`src/rtl/vpw_sym_sync.sv`:
```
module vpw_sym_sync #(
  parameter int DLY_W = 5,
  parameter int DLY_RST = 14,
  parameter int FILT_DLY = 8,
  parameter int T_SHORT = 64,
  parameter int T_LONG = 128,
  parameter int T_SOF = 200,
  parameter int T_EOD = 200,
  parameter logic [1:0] SOF_CODE = 2'd2
) (
  input  logic             clk,
  input  logic             rst_n,
  input  logic             dly_wr,
  input  logic [DLY_W-1:0] dly_wdata,
  input  logic             start_symbol,
  input  logic [1:0]       symbol_type,
  input  logic             drive_level,
  input  logic             rx_filt,
  output logic             tx_out,
  output logic             end_symbol,
  output logic             arb_lost
);
  localparam int T_A = (T_SHORT > T_LONG) ? T_SHORT : T_LONG;
  localparam int T_B = (T_SOF > T_EOD) ? T_SOF : T_EOD;
  localparam int T_MAX = (T_A > T_B) ? T_A : T_B;
  localparam int CW = $clog2(T_MAX + 1);

  typedef enum logic [1:0] {S_IDLE, S_WAIT, S_TIME} st_t;

  st_t             st_q;
  logic [DLY_W-1:0] dly_q;
  logic [1:0]      typ_q;
  logic            lvl_q, tx_q, end_q, lost_q;
  logic [CW-1:0]   cnt_q, nom, load_val;
  logic [1:0]      sel_type;
  logic            accept;

  assign sel_type = (st_q == S_IDLE) ? symbol_type : typ_q;

  always_comb begin
    unique case (sel_type)
      2'd0:    nom = CW'(T_SHORT);
      2'd1:    nom = CW'(T_LONG);
      2'd2:    nom = CW'(T_SOF);
      default: nom = CW'(T_EOD);
    endcase
  end

  assign load_val = nom - CW'(dly_q) - CW'(FILT_DLY) - CW'(1);
  assign accept = (st_q == S_IDLE) && start_symbol &&
                  (!lost_q || symbol_type == SOF_CODE);

  always_ff @(posedge clk or negedge rst_n) begin
    if (!rst_n) begin
      st_q   <= S_IDLE;
      dly_q  <= DLY_W'(DLY_RST);
      typ_q  <= 2'd0;
      lvl_q  <= 1'b0;
      tx_q   <= 1'b0;
      end_q  <= 1'b0;
      lost_q <= 1'b0;
      cnt_q  <= '0;
    end else begin
      end_q <= 1'b0;
      if (dly_wr) dly_q <= dly_wdata;
      unique case (st_q)
        S_IDLE: if (accept) begin
          lost_q <= 1'b0;
          tx_q   <= drive_level;
          lvl_q  <= drive_level;
          typ_q  <= symbol_type;
          if (rx_filt == drive_level) begin
            cnt_q <= load_val;
            st_q  <= S_TIME;
          end else begin
            st_q <= S_WAIT;
          end
        end
        S_WAIT: if (rx_filt == lvl_q) begin
          cnt_q <= load_val;
          st_q  <= S_TIME;
        end
        S_TIME: if (cnt_q == '0) begin
          st_q <= S_IDLE;
          if (rx_filt == lvl_q) begin
            end_q <= 1'b1;
          end else begin
            lost_q <= 1'b1;
            tx_q   <= 1'b0;
          end
        end else begin
          cnt_q <= cnt_q - CW'(1);
        end
        default: st_q <= S_IDLE;
      endcase
    end
  end

  assign tx_out = tx_q;
  assign end_symbol = end_q;
  assign arb_lost = lost_q;
endmodule

```
`config.mk`:
```
export PLATFORM = sky130hd
export DESIGN_NAME = vpw_sym_sync
export DESIGN_NICKNAME = d
export VERILOG_FILES = /design/src/rtl/vpw_sym_sync.sv
export SDC_FILE = /design/constraint.sdc
export NUM_CORES = 1
export LEC_CHECK = 0
export BUFFER_PORTS_ARGS = -buffer_cell sky130_fd_sc_hd__buf_2
export CORE_MARGIN = 3
export CORE_UTILIZATION = 35
export CTS_BUF_LIST = sky130_fd_sc_hd__clkbuf_4 sky130_fd_sc_hd__clkbuf_8
export DETAILED_ROUTE_END_ITERATION = 8
export HOLD_SLACK_MARGIN = 0.06
export PLACE_DENSITY = 0.62
export RECOVER_POWER = 50
export SETUP_SLACK_MARGIN = 0.2
export SLEW_MARGIN = 20
export SYNTH_ARGS = -nofsm -noshare
export SYNTH_HDL_FRONTEND = slang
export SYNTH_SLANG_ARGS = --single-unit
```
`constraint.sdc`:
```
create_clock -name clk -period 4.5 [get_ports clk]
set_clock_uncertainty 0.15 [all_clocks]
set_input_delay 0 -clock clk [delete_from_list [all_inputs] [get_ports clk]]
set_output_delay 0 -clock clk [all_outputs]
set_load 0.01 [all_outputs]
```
Yosys cells after proc, flatten, opt, wreduce, memory -nomap -nowiden:

Index checks and enable logic that the tools add are counted.

* output and inout port bits: 3
* logic and storage cells: 60
* input bits: 13
* register bits after elaboration: 21

* equal/unequal tests: 12
* mux-type cells: 23
* reductions and logical operators: 13
* $add $sub $neg: 4

Operator list (count)
* $mux 8: 4
* $pmux 8 s3: 1
* $pmux 8 s2: 1
* $sub 8x1->8 const B: 2
* $mux 2: 5
* $ne 2x2->1 const B: 5
* $mux 1: 9
* $logic_not 8->1: 1
* $sub 8x4->8 const B: 1
* $sub 8x5->8: 1
* $pmux 2 s3: 1
* $reduce_and 5->1: 1
* $eq 2x1->1 const B: 2
* $eq 2x2->1 const B: 2
* $logic_not 2->1: 2
* $pmux 1 s2: 2
* $reduce_and 4->1: 1
* $reduce_and 3->1: 1
* $reduce_bool 3->1: 1
* $eq 1x1->1: 2
* $logic_and 1x1->1: 2
* $ne 2x1->1 const B: 1
* $reduce_and 2->1: 1
* $reduce_bool 2->1: 1
* 2 further kinds: 2

Depth between registers and ports, before layout:

* depth in word-level cells: 10
* gate-level depth with buffers: 10
* gate-level depth less buffers: 9

Worst setup path after synthesis:

OpenSTA, ideal clock, no wires.

* kind: register to register
* from: reg st_q[0]
* to: reg cnt_q[6]
* required time: 4.228 ns
* clock period less this slack: 2.089 ns
* library setup time: 0.122 ns
* buffers on the path: 1
* stages on the path, launching flop included: 11
* arrival: 1.817 ns
* slack: 2.411 ns
* path through: dfrtp_1 buf_2 nor2_2 mux2i_1 ha_1 inv_1 ha_1 nor2b_1 xnor2_1 a21boi_1 o21ai_2

* cells in the longest elaborated chain, start to end: 10
* elaborated cells on any way between the ends: 22
* classes of those cells: add/sub (3); eq/ne (7); mux (6); reduce/logical (6)

RTL lines
* start, declared: line 30 `st_t st_q;`
* start signal, assigned: line 55 `st_q <= S_IDLE;`
* start signal, assigned: line 74 `st_q <= S_TIME;`
* start signal, assigned: line 76 `st_q <= S_WAIT;`
* $logic_not 2->1: line 38, 50, 66
* $mux 2: line 38 `assign sel_type = (st_q == S_IDLE) ? symbol_type : typ_q;`
* $eq 2x1->1 or $logic_not 2->1 (tied branches): line 41 `unique case (sel_type)`
* $pmux 8 s2: line 41
* $sub 8x5->8: line 49 `assign load_val = nom - CW'(dly_q) - CW'(FILT_DLY) - CW'(1);`
* $sub 8x4->8: line 49
* $sub 8x1->8: line 49
* $mux 8: line 72 `if (rx_filt == drive_level) begin`
* $mux 8: line 67 `S_IDLE: if (accept) begin`
* $pmux 8 s3: line 66 `unique case (st_q)`
* end signal, assigned: line 73 `cnt_q <= load_val;`
* end signal, assigned: line 80 `cnt_q <= load_val;`
* end signal, assigned: line 92 `cnt_q <= cnt_q - CW'(1);`
* end, declared: line 34 `logic [CW-1:0] cnt_q, nom, load_val;`

Several ways; a longest one is shown, not always the timed one. The select of a mux whose other input is x is not followed.
A chain may end at the register's enable or synchronous reset.

Final worst setup path:

* from: reg cnt_q[4]
* to: reg cnt_q[4]

* cells in the longest elaborated chain, start to end: 3
* elaborated cells on any way between the ends: 6
* classes of those cells: add/sub (1); eq/ne (1); mux (2); reduce/logical (2)

RTL lines (line)
* $sub 8x1->8 or $logic_not 8->1 (tied branches): 92, 83
* $mux 8 or $ne 2x2->1 (tied branches)
* $pmux 8 s3 or $reduce_and 5->1 (tied branches)

Several ways; a longest one is shown, not always the timed one. The select of a mux whose other input is x is not followed.

==> summary.txt <==
Reg area - 529.3 µm²
post-route design area - 1485 µm²
Hold Path Stages - 3
R2R Path Start - cnt_q[4]$_DFFE_PN0P_
nature of the critical path startpoint - flop
Pwr per Cell Area - 521.4 nW/µm²
Post-DP Area - 1315 µm²
worst hold-check path type - in2reg
crit path time final - 2.845 ns
Hold Violations, Final - 0
routed len/inst - 12.40 µm
total gr overflow - 0
post-route ant nets - 0
CTS tree - built
# Max-Cap Violations - 0
R2R depth - 5
unrepaired setup endpoints after global routing - false
DRC - 0
RePlAce Congestion - 0.7790
Leakage - 0.6321 nW
Crit. End Element - flop
total power - 774.4 µW
slowest cell on the critical path - o2bb2ai_1
first-pass GRT wire length - 4.519 mm
Main synth FF type - dfrtp_1
Vias/cell - 5.115
syn nets - 142
Yosys cell types - 42
Seq/Total Area, Yosys - 0.4330
Worst Hold Path EP - typ_q[1]$_DFFE_PN0P_
initial antenna violation count - 0
Yosys warning count - 0
commonest non-fill, non-tap cells in the layout - 19 x dlygate4sd3_1, 18 x dfrtp_1, 11 x o21ai_1
EDFF count, synth - 0
Synth Register Bits - 21
drt first pass iters - 4
final worst slack - 1.655 ns
Worst R2R End - cnt_q[4]$_DFFE_PN0P_
total CTS buffers - 3
post-route setup TNS - 0 ns
final core occ - 0.4637
clock sinks - 21
Mean Syn Cell Area - 9.858 µm²
FP Rows - 20
Worst-Skew Late Latency - 0.30 ns
status - finished, final reports clean
n_diodes - 0
WP data required - 4.59 ns
most common library cell in the layout ignoring fill and taps - dlygate4sd3_1
largest area contributor in the netlist - dfrtp_1
PortBufs - 15
Critical Path, Cell by Cell - nor4_1 -> a31oi_1 -> o2bb2ai_1 -> clkinv_1 -> a21boi_1
Area contributors post-synth - dfrtp_1 37%, dfstp_2 6.4%, o21ai_1 5.3%
Iter 0 DRT Violations - 23
Slew @ Worst Pin - 1.094 ns
endpoints failing setup - 0
core area - 3203 µm²
clock root buffer - clkbuf_4
Mapped Area - 1222 µm²
setup slack, reg-to-reg - 1.66 ns
max incr delay on CP - 0.88 ns
Die Y - 65.10 µm
crit-path max FO - 15
Max Slew Vio Count - 0
Worst Path Arrival - 2.93 ns
fillers - 346
vias in the first global route - 1037
largest net degree at the start of global routing - 19
DR vias - 1023
Die Area - 4238 µm²
post-synth top area share - 0.3685
Total Wirelength - 2.479 mm
hold_sp - symbol_type[1]
area used by multi-input combinational logic - 584.3 µm²
area grow syn2layout - 21.49%
H-tree levels - 1
Achievable Freq - 351.5 MHz
Worst slew margin - 0.2709
Nets - 175
worst vdd ir - 0.2365 mV
clock buffer depth - 2
Starting Density - 0.3816
share of layout cells above drive strength 1 - 0.1410
die width - 65.10 µm
Post-synth ARST share - 1.000
GRT Util Overall - 0.1350
Reg clk slew, reported paths - 0.12 ns
IO Count - 16
fin crit share - 0.6322
Detail Placement HPWL - 1.726 mm
Mapped Cells - 124
pre-CTS setup slack - 2.294 ns
WS Path Type - reg2reg
## logic make-up (layout without fill, tap and decap cells)
| group | Yosys count | after routing | share of synthesized area |
|---|---|---|---|
| fa+ha+maj | 5 | 5 | 0.05118 |
| flops | 21 | 21 | 0.4330 |
| buf+inv | 14 | 46 | 0.05527 |
| compound gates | 38 | 38 | 0.2027 |
| mux | 8 | 8 | 0.07881 |
| xor+xnor | 3 | 3 | 0.02150 |
| simple gates | 35 | 35 | 0.1576 |
## critical path, delay by kind of cell, from the launching register on
| kind | cells | cell delay (ns) |
|---|---|---|
| AOI/OAI and AO/OA | 3 | 1.26 |
| buffers and inverters | 1 | 0.34 |
| and+or+nand+nor | 1 | 0.59 |
| DFF | 1 | 0.44 |
## per-layer routing
layer / track usage / part of all wire / vias up
li1: - / - / 511
met1: 0.1733 / 0.48 / 492
met2: 0.2388 / 0.49 / 18
met3: 0.01538 / 0.026 / 2
met4: 0.03886 / 0.0052 / 0
met5: 0 / 0 / -
## through the flow
step                      instances  hold slack (ns)
after floorplan                 124          -0.4456
after global placement          177          -0.1677
after detailed placement        177          -0.1667
after CTS                       200           0.3436
after global routing            200           0.3634
final                           200           0.3444
## final cells by class
class / instances / area share
inverter: 8 / 0.02022
tap: 44 / 0.03707
sequential: 21 / 0.3564
clock inverter: 1 / 0.003370
clock buffer: 3 / 0.01516
multi-input combinational: 89 / 0.3934
timing repair buffer: 34 / 0.1744
## repair_timing
| action | in CTS | in global routing |
|---|---|---|
| hold buffers | 19 | 0 |
| resized for setup | 0 | 0 |
| endpoints found under the hold margin | 33 | 0 |
| setup buffers | 0 | 0 |
## report_power, final
part / total, mW / switching, mW / internal [mW]
Clock: 0.0916 / 0.0585 / 0.0332
Combinational: 0.362 / 0.201 / 0.162
Sequential: 0.321 / 0.0614 / 0.259
Total: 0.774 / 0.321 / 0.454
## registers in the layout (all words and copies together), names as in the netlist
name / flops
dly_q: 5
typ_q: 2
end_symbol: 1
lvl_q: 1
st_q: 2
arb_lost: 1
tx_out: 1
cnt_q: 8
## cells in the mapped netlist, types with 2 or more instances
| master | number |
|---|---|
| a21boi_1 | 2 |
| a21oi_1 | 9 |
| a31oi_1 | 3 |
| buf_2 | 3 |
| dfrtp_1 | 18 |
| dfstp_2 | 3 |
| ha_1 | 5 |
| inv_1 | 7 |
| mux2_2 | 5 |
| mux2_4 | 2 |
| nand2_1 | 7 |
| nand4_1 | 2 |
| nor2_1 | 9 |
| nor2b_1 | 2 |
| nor3_1 | 5 |
| o21ai_0 | 2 |
| o21ai_1 | 13 |
| o22a_1 | 2 |
| xnor2_1 | 2 |
## worst max path at each step
stage                               startpoint                   end  slack [ns]  cells past startpoint
after detailed placement   st_q[0]$_DFFE_PN0P_  cnt_q[6]$_DFFE_PN0P_        2.29                      9
after floorplan            st_q[0]$_DFFE_PN0P_  cnt_q[6]$_DFFE_PN0P_        2.41                     10
after global routing      cnt_q[4]$_DFFE_PN0P_  cnt_q[4]$_DFFE_PN0P_        1.37                      5
final                     cnt_q[4]$_DFFE_PN0P_  cnt_q[4]$_DFFE_PN0P_        1.66                      5
after CTS                  st_q[0]$_DFFE_PN0P_  cnt_q[6]$_DFFE_PN0P_        2.28                      9
after global placement     st_q[0]$_DFFE_PN0P_  cnt_q[6]$_DFFE_PN0P_        2.36                      9
(Power assumes the default switching activity.)
